File: config.mk
export PLATFORM = sky130hd
export DESIGN_NAME = lat_scoreboard
export DESIGN_NICKNAME = d
export VERILOG_FILES = /design/src/rtl/lsb_pkg.sv /design/src/rtl/lsb_reg_timer.sv /design/src/rtl/lsb_unit_timer.sv /design/src/rtl/lat_scoreboard.sv
export SDC_FILE = /design/constraint.sdc
export NUM_CORES = 1
export LEC_CHECK = 0
export ABC_AREA = 1
export BUFFER_PORTS_ARGS = -buffer_cell sky130_fd_sc_hd__buf_2
export CELL_PAD_IN_SITES_DETAIL_PLACEMENT = 0
export CELL_PAD_IN_SITES_GLOBAL_PLACEMENT = 1
export CORE_UTILIZATION = 51
export CTS_CLUSTER_DIAMETER = 80
export DETAILED_ROUTE_END_ITERATION = 6
export GPL_TIMING_DRIVEN = 0
export PLACE_DENSITY_LB_ADDON = 0.1
export SLEW_MARGIN = 5
export SYNTH_ARGS = -nofsm -noshare
export SYNTH_HDL_FRONTEND = slang
export SYNTH_SLANG_ARGS = --single-unit
File: constraint.sdc
create_clock -name clk -period 5.85 [get_ports clk]
set_clock_uncertainty 0.2 [all_clocks]
set_input_delay 0.585 -clock clk [delete_from_list [all_inputs] [get_ports clk]]
set_output_delay 0.585 -clock clk [all_outputs]
set_load 0.1 [all_outputs]
File: src/rtl/lsb_pkg.sv
package lsb_pkg;

    localparam int NREG    = 32;
    localparam int REG_W   = $clog2(NREG);
    localparam int CNT_W   = 6;
    localparam int EXTRA_W = 2;

    typedef enum logic [3:0] {
        CLS_NOP    = 4'd0,
        CLS_FMUL   = 4'd1,
        CLS_FCMOV1 = 4'd2,
        CLS_FCMOV2 = 4'd3,
        CLS_FDIV   = 4'd4,
        CLS_FSQRT  = 4'd5,
        CLS_FTOI   = 4'd6,
        CLS_ITOF   = 4'd7,
        CLS_FST    = 4'd8,
        CLS_INT    = 4'd9
    } op_cls_e;

    typedef struct packed {
        logic               wr;
        logic [CNT_W-1:0]   lat;
        logic [EXTRA_W-1:0] extra;
    } prod_timing_t;

    function automatic prod_timing_t prod_timing(input logic [3:0] c, input logic dbl);
        prod_timing_t t;
        t = '{wr: 1'b0, lat: '0, extra: '0};
        case (c)
            CLS_FMUL:   t = '{wr: 1'b1, lat: CNT_W'(4), extra: EXTRA_W'(2)};
            CLS_FCMOV1: t = '{wr: 1'b1, lat: CNT_W'(4), extra: EXTRA_W'(0)};
            CLS_FCMOV2: t = '{wr: 1'b1, lat: CNT_W'(4), extra: EXTRA_W'(2)};
            CLS_FDIV:   t = '{wr: 1'b1, lat: dbl ? CNT_W'(15) : CNT_W'(12), extra: EXTRA_W'(0)};
            CLS_FSQRT:  t = '{wr: 1'b1, lat: dbl ? CNT_W'(33) : CNT_W'(18), extra: EXTRA_W'(0)};
            CLS_FTOI:   t = '{wr: 1'b1, lat: CNT_W'(3), extra: EXTRA_W'(0)};
            CLS_ITOF:   t = '{wr: 1'b1, lat: CNT_W'(4), extra: EXTRA_W'(0)};
            default:    t = '{wr: 1'b0, lat: '0, extra: '0};
        endcase
        return t;
    endfunction

    function automatic logic [CNT_W-1:0] reuse_time(input logic [3:0] c, input logic dbl);
        case (c)
            CLS_FDIV:  return dbl ? CNT_W'(12) : CNT_W'(9);
            CLS_FSQRT: return dbl ? CNT_W'(30) : CNT_W'(15);
            default:   return '0;
        endcase
    endfunction

    function automatic logic late_consumer(input logic [3:0] c);
        return (c == CLS_FST) || (c == CLS_FTOI);
    endfunction

endpackage

File: src/rtl/lsb_reg_timer.sv
module lsb_reg_timer #(
    parameter int CNT_W   = 6,
    parameter int EXTRA_W = 2
) (
    input  logic               clk,
    input  logic               rst,
    input  logic               load,
    input  logic [CNT_W-1:0]   load_total,
    input  logic [EXTRA_W-1:0] load_extra,
    output logic               ready_norm,
    output logic               ready_late
);
    logic [CNT_W-1:0]   remain;
    logic [EXTRA_W-1:0] extra;

    always_ff @(posedge clk) begin
        if (rst) begin
            remain <= '0;
            extra  <= '0;
        end else if (load) begin
            remain <= load_total;
            extra  <= load_extra;
        end else if (remain != '0) begin
            remain <= remain - CNT_W'(1);
        end
    end

    assign ready_late = (remain == '0);
    assign ready_norm = (remain <= CNT_W'(extra));
endmodule

File: src/rtl/lsb_unit_timer.sv
module lsb_unit_timer #(
    parameter int CNT_W = 6
) (
    input  logic             clk,
    input  logic             rst,
    input  logic             load,
    input  logic [CNT_W-1:0] load_val,
    output logic             busy
);
    logic [CNT_W-1:0] remain;

    always_ff @(posedge clk) begin
        if (rst) begin
            remain <= '0;
        end else if (load) begin
            remain <= load_val;
        end else if (remain != '0) begin
            remain <= remain - CNT_W'(1);
        end
    end

    assign busy = (remain != '0);
endmodule

File: src/rtl/lat_scoreboard.sv
module lat_scoreboard
    import lsb_pkg::*;
#(
    parameter int N_REGS = lsb_pkg::NREG,
    parameter int CW     = lsb_pkg::CNT_W
) (
    input  logic                     clk,
    input  logic                     rst,
    input  logic                     prod_valid,
    input  logic [3:0]               prod_cls,
    input  logic                     prod_dbl,
    input  logic [$clog2(N_REGS)-1:0] prod_dst,
    input  logic [3:0]               cons_cls,
    input  logic [$clog2(N_REGS)-1:0] cons_src_a,
    input  logic [$clog2(N_REGS)-1:0] cons_src_b,
    output logic                     issue_ok,
    output logic                     div_busy,
    output logic                     sqrt_busy
);
    localparam int RW     = $clog2(N_REGS);
    localparam int N_UNIT = 2;

    prod_timing_t      ptime;
    logic              wr_en;
    logic [CW-1:0]     total;
    logic [CW-1:0]     reuse_m1;
    logic [N_REGS-1:0] ready_norm;
    logic [N_REGS-1:0] ready_late;
    logic [N_UNIT-1:0] unit_busy;
    logic              late;
    logic              src_a_ok;
    logic              src_b_ok;
    logic              unit_ok;

    assign ptime    = prod_timing(prod_cls, prod_dbl);
    assign wr_en    = prod_valid && ptime.wr;
    assign total    = CW'(ptime.lat) + CW'(ptime.extra) - CW'(1);
    assign reuse_m1 = CW'(reuse_time(prod_cls, prod_dbl)) - CW'(1);

    for (genvar g = 0; g < N_REGS; g++) begin : g_reg
        lsb_reg_timer #(
            .CNT_W   (CW),
            .EXTRA_W (EXTRA_W)
        ) u_timer (
            .clk        (clk),
            .rst        (rst),
            .load       (wr_en && (prod_dst == RW'(g))),
            .load_total (total),
            .load_extra (ptime.extra),
            .ready_norm (ready_norm[g]),
            .ready_late (ready_late[g])
        );
    end

    for (genvar u = 0; u < N_UNIT; u++) begin : g_unit
        localparam logic [3:0] UCLS = (u == 0) ? CLS_FDIV : CLS_FSQRT;
        lsb_unit_timer #(
            .CNT_W (CW)
        ) u_unit (
            .clk      (clk),
            .rst      (rst),
            .load     (prod_valid && (prod_cls == UCLS)),
            .load_val (reuse_m1),
            .busy     (unit_busy[u])
        );
    end

    assign div_busy  = unit_busy[0];
    assign sqrt_busy = unit_busy[1];

    assign late     = late_consumer(cons_cls);
    assign src_a_ok = late ? ready_late[cons_src_a] : ready_norm[cons_src_a];
    assign src_b_ok = late ? ready_late[cons_src_b] : ready_norm[cons_src_b];
    assign unit_ok  = !((cons_cls == CLS_FDIV) && div_busy) &&
                      !((cons_cls == CLS_FSQRT) && sqrt_busy);
    assign issue_ok = src_a_ok && src_b_ok && unit_ok;
endmodule

Word-level counts from Yosys, hierarchy flattened --
Cells that the tools add are included.
Word-level totals: register bits after elaboration 268, latch bits 0, memory bits (writable) 0, bits in read-only memories 0, bits of input ports 27, output and inout port bits 3, word-level logic and storage cells 409, memories 0
Cells by class: add/sub/neg operators 37, multipliers 0, divide/modulo/power cells 0, $lt $le $gt $ge 34, eq/ne operators 42, shifts and indexed selects 0, multiplexer cells 84, bitwise operators 0, reductions and logical operators 146
Operators with widths (number):
- $mux W6 | 69
- $sub A6 B1 Y6 const B | 36
- $reduce_bool A6 Y1 | 34
- $le A6 B2 Y1 | 32
- $logic_not A6 Y1 | 32
- $eq A5 B5 Y1 const B | 16
- $reduce_bool A2 Y1 | 34
- $pmux W9 S5 | 1
- $eq A5 B4 Y1 const B | 8
- $logic_and A1 B1 Y1 | 40
- $eq A4 B3 Y1 const B | 7
- $bmux W1 S5 | 4
- $eq A5 B3 Y1 const B | 4
- $lt A5 B6 Y1 const B | 2
- $eq A5 B2 Y1 const B | 2
- $pmux W5 S2 | 1
- $eq A4 B2 Y1 const B | 2
- $add A6 B2 Y6 | 1
- $mux W1 | 6
- $eq A5 B1 Y1 const B | 1
- $logic_not A5 Y1 | 1
- $mux W5 | 1
- $eq A4 B1 Y1 const B | 1
- $eq A4 B4 Y1 const B | 1
- 5 further kinds | 7

Depth between registers and ports, before layout --
depth after elaboration 6, depth in mapped cells 18, depth with buffers taken out 17

Hierarchy --
Synthesis repeated with hierarchy kept, for this count alone.
Unflattened totals: cells, all modules 3081, area total of the unflattened synthesis 19986.7 µm²
By module, submodules not included:
- lsb_reg_timer | times used 32, cells an instance 78, area an instance 533.0 µm², seq. area each 160.2 µm²
- lat_scoreboard | times used 1, cells an instance 477, area an instance 2114.5 µm², seq. area each 0.0 µm²
- lsb_unit_timer | times used 2, cells an instance 54, area an instance 407.9 µm², seq. area each 120.1 µm²

Worst setup path before layout --
Ideal clock, no wire load.
path kind register -> output, from register g_unit[1].u_unit.remain[0], to output issue_ok, arrival time 2913 ps, required time 5065 ps, slack 2152 ps, stages on the path, launching flop included 9, path buffers 0, cell sequence dfxtp_1 -> inv_1 -> ha_1 -> nand2_1 -> nor3_1 -> inv_1 -> o211ai_1 -> a21oi_1 -> nor2_1
On the way: word-level cells in the longest chain between the ends 5
Ends and longest elaborated chain:
- start, declared | line lsb_unit_timer.sv:10 | logic [CNT_W-1:0] remain;
- start signal, assigned | line lsb_unit_timer.sv:16 | remain <= load_val;
- start signal, assigned | line lsb_unit_timer.sv:18 | remain <= remain - CNT_W'(1);
- $reduce_bool A6 Y1 | line lsb_unit_timer.sv:22 | assign busy = (remain != '0);
- net sqrt_busy | line lat_scoreboard.sv:18 | output logic sqrt_busy
- $logic_and A1 B1 Y1 | line lat_scoreboard.sv:75 | !((cons_cls == CLS_FSQRT) && sqrt_busy);
- $logic_not A1 Y1 | line lat_scoreboard.sv:75
- $logic_and A1 B1 Y1 | line lat_scoreboard.sv:74 | assign unit_ok = !((cons_cls == CLS_FDIV) && div_busy) &&
- $logic_and A1 B1 Y1 | line lat_scoreboard.sv:76 | assign issue_ok = src_a_ok && src_b_ok && unit_ok;
- end, declared | line lat_scoreboard.sv:16 | output logic issue_ok,
The timed path passes the listed nets, and every way through them passes these cells.

Final worst setup path --
from input prod_cls[3], to register g_reg[7].u_timer.remain[4]
On the way: word-level cells in the longest chain between the ends 6, elaborated cells on any way between the ends 16, those cells by class add/sub: 2; eq/ne: 7; mux: 2; reduce/logical: 5
Ends and longest elaborated chain:
- start, declared | line lat_scoreboard.sv:10 | input logic [3:0] prod_cls,
- $eq A4 B3 Y1 (tied with other cells) | line lsb_pkg.sv:30 | case (c)
- $reduce_or A2 Y1 (no source line)
- $pmux W9 S5 (*) | line lsb_pkg.sv:30
- $add A6 B2 Y6 or $logic_and A1 B1 Y1 (tied branches) | line lat_scoreboard.sv:37, lat_scoreboard.sv:36
- $sub A6 B1 Y6 or $logic_and A1 B1 Y1 (tied branches) | line lat_scoreboard.sv:37, lat_scoreboard.sv:47
- $mux W6 or $reduce_bool A2 Y1 (tied branches)
- end signal, assigned | line lsb_reg_timer.sv:21 | remain <= load_total;
- end signal, assigned | line lsb_reg_timer.sv:24 | remain <= remain - CNT_W'(1);
- end, declared | line lsb_reg_timer.sv:13 | logic [CNT_W-1:0] remain;
Every way passes the cells marked *; elsewhere a longest branch is shown, timed or not. A chain may end at the register's enable or synchronous reset.

==> impl_metrics.env <==
export IMPL_synth_cells=2271
export IMPL_finalHoldViolCount=0
export IMPL_place_gp_congestion=0.9319
export IMPL_wl_per_cell_um=19.01
export IMPL_start_util_pct=51.80
export IMPL_crit_required_ps=6130
export IMPL_ys_warn_count=0
export IMPL_grt_pass1_wl_um=79450
export IMPL_report_final_slew_viol_count=0
export IMPL_crit_type="in -> reg"
export IMPL_clock_sinks=236
export IMPL_layout_common_cells="nand2_1 (431), inv_1 (302), dfxtp_1 (236)"
export IMPL_finalNetCount=2459
export IMPL_endpoint_kind="register"
export IMPL_dieArea_sq_mm=0.03169
export IMPL_postRouteAntennaNets=0
export IMPL_port_buffer_count=24
export IMPL_syn_avg_cell_area_sq_um=6.958
export IMPL_die_height_um=178.0
export IMPL_cts_buffer_depth=3
export IMPL_ir_drop_mv=0.3556
export IMPL_seq_area_sq_mm=0.004725
export IMPL_synth_async_sr_flop_share_pct=0
export IMPL_ys_flop_type="dfxtp_1"
export IMPL_grt_setup_unrepaired="false"
export IMPL_yosysSeqAreaShare_pct=29.90
export IMPL_start_kind="primary input"
export IMPL_cp_num_buf_inv=4
export IMPL_ys_ff_latch=236
export IMPL_vias=15300
export IMPL_synth_area_leaders="dfxtp_1 (30%), nand2_1 (10%), ha_1 (8.2%)"
export IMPL_synth_edff_count=0
export IMPL_cpMaxStageDelayCell="xor2_1"
export IMPL_min_period_ps=4313
export IMPL_crit_fanout=10
export IMPL_worstPathArrival_ps=4590
export IMPL_power_density_mw_per_mm2=598.4
export IMPL_area_growth_pct=10.21
export IMPL_multi_input_area_sq_mm=0.009340
export IMPL_stdcell_count=2744
export IMPL_dp_hpwl_um=37680
export IMPL_fin_util_pct=57.09
export IMPL_clock_latency_ps=550
export IMPL_n_antenna_cell=0
export IMPL_hp_class="in -> reg"
export IMPL_cp_cell_sequence="buf_2 > nor2_1 > nand2_1 > clkbuf_1 > ha_1 > inv_1 > ha_1 > a21oi_1 > o21ai_0 > xor2_1 > clkbuf_1 > o21ai_0 > a21oi_1"
export IMPL_placed_cells=2692
export IMPL_htreeDepth=1
export IMPL_die_w_um=178.0
export IMPL_synth_top_area_share_pct=29.90
export IMPL_grt_ovfl_total=0
export IMPL_first_iter_violations=1497
export IMPL_ctsRootBufferMaster="clkbuf_16"
export IMPL_cts_resized=0
export IMPL_syn_nets=2403
export IMPL_status="finished clean"
export IMPL_drive_gt1_share_pct=8.135
export IMPL_period_share_pct=73.73
export IMPL_drt_pre_antenna_iters=5
export IMPL_post_cts_buffers=0
export IMPL_timing_final_ws_setup_ps=1537
export IMPL_hold_buffers=0
export IMPL_tns_ps=0
export IMPL_antenna_found_initial=0
export IMPL_cellLeakagePower_nw=7.735
export IMPL_synth_cell_type_count=47
export IMPL_grt_pass1_vias=14100
export IMPL_total_power_w=0.01042
export IMPL_io_pins=30
export IMPL_cts_made_buffers=29
export IMPL_track_usage_pct=33.16
export IMPL_cp_top_family="buffers and inverters"
export IMPL_finalSetupViolations=0
export IMPL_netlist_area_sq_mm=0.01580
export IMPL_drt_total_wl_um=52150
export IMPL_drc=0
export IMPL_viasPerCell=5.576
export IMPL_synth_largest_area_cell="dfxtp_1"
export IMPL_pre_cts_slack_ps=1128
export IMPL_grt_max_degree=14
export IMPL_worst_slew_pin_transition_ps=1186
export IMPL_maxSlewHeadroom_pct=20.63
export IMPL_cts_tree="yes"
export IMPL_fill_cells=2993
export IMPL_cap_violations=0
export IMPL_fmax_mhz=231.8
export IMPL_cts_clk_slew_worst_paths_ps=60
export IMPL_final_common_cell="nand2_1"
export IMPL_num_rows=64
export IMPL_core_area_sq_mm=0.03051
export IMPL_critPathMaxStageDelay_ps=940
final timing paths:
check                                           start                                        to  slack (ps)  cells past startpoint
min                                          prod_dbl   g_unit[0].u_unit.remain[0]$_SDFFE_PP0P_         180                      3
max reg2reg  g_reg[29].u_timer.remain[0]$_SDFFE_PP0P_  g_reg[29].u_timer.remain[1]$_SDFFE_PP0P_        3990                      8
min reg2reg   g_unit[0].u_unit.remain[4]$_SDFFE_PP0P_   g_unit[0].u_unit.remain[4]$_SDFFE_PP0P_         260                      2
max                                       prod_cls[3]   g_reg[7].u_timer.remain[4]$_SDFFE_PP0P_        1540                     13
state kept, by name, indices dropped and copies added, names as in the netlist:
signal and count:
g.u_timer.remain 192, g_unit.u_unit.remain 12, g.u_timer.extra 32
worst register-to-register path: stages, from the launching register on:
cell and delay [ps]:
dfxtp_1 310, inv_1 140, ha_1 170, nand3_1 250, inv_1 300, nand2_1 90, o21ai_0 80, o21ai_0 110
a21oi_1 150
cell type report:
| class | instances | area share, % |
|---|---|---|
| plain buffers | 92 | 3.319 |
| clock inverters | 13 | 0.9914 |
| flip-flops and latches | 236 | 27.13 |
| repair buffers | 25 | 0.7759 |
| multi-input cells | 1634 | 53.63 |
| clock buffers | 39 | 4.612 |
| inverters | 309 | 6.703 |
| well taps | 396 | 2.845 |
layer usage:
metal	routed length [um]	global-route usage, %	vias up	part of all wire [%]
met2	23240	54.10	484	45
met5	0	0.6410	-	0
met3	3886	5.754	105	7.5
li1	-	-	7625	-
met4	2115	13.28	0	4.1
met1	22910	43.16	7086	44
synth_stat cells (all sizes together), types with 6 or more instances:
cell type    n
nand2      433
inv        309
dfxtp      236
nand3      230
a21oi      229
nor2       198
o21ai      138
ha         104
xor2        74
a211oi      57
buf         49
clkbuf      43
nor3        36
a31oi       35
xnor2       31
o211ai      30
nand4        8
a21o         7
mux2i        6
stage by stage:
step	hold WS, ps	instance area, sq um
after floorplan	231.9	15800
after global placement	253.8	16420
after detailed placement	259.1	16440
after CTS	159.5	17420
after global routing	187.0	17420
final	176.8	17420
power breakdown:
| group | total [W] | internal (W) | leakage (nW) | switching (W) |
|---|---|---|---|---|
| clock | 0.00185 | 0.00113 | 0.474 | 0.000721 |
| combinational | 0.00589 | 0.00219 | 5.31 | 0.00370 |
| sequential | 0.00268 | 0.00226 | 1.95 | 0.000422 |
| total | 0.0104 | 0.00558 | 7.74 | 0.00484 |
cells by family after synthesis:
kind of cell | synth area share (%)
adders and majority gates | 8.361
and+or+nand+nor | 26.30
muxes | 0.3801
xor gates and xnor gates | 5.938
AOI/OAI and AO/OA | 18.08
DFF | 29.90
buffers and inverters | 11.05
(Power assumes the default switching activity.)
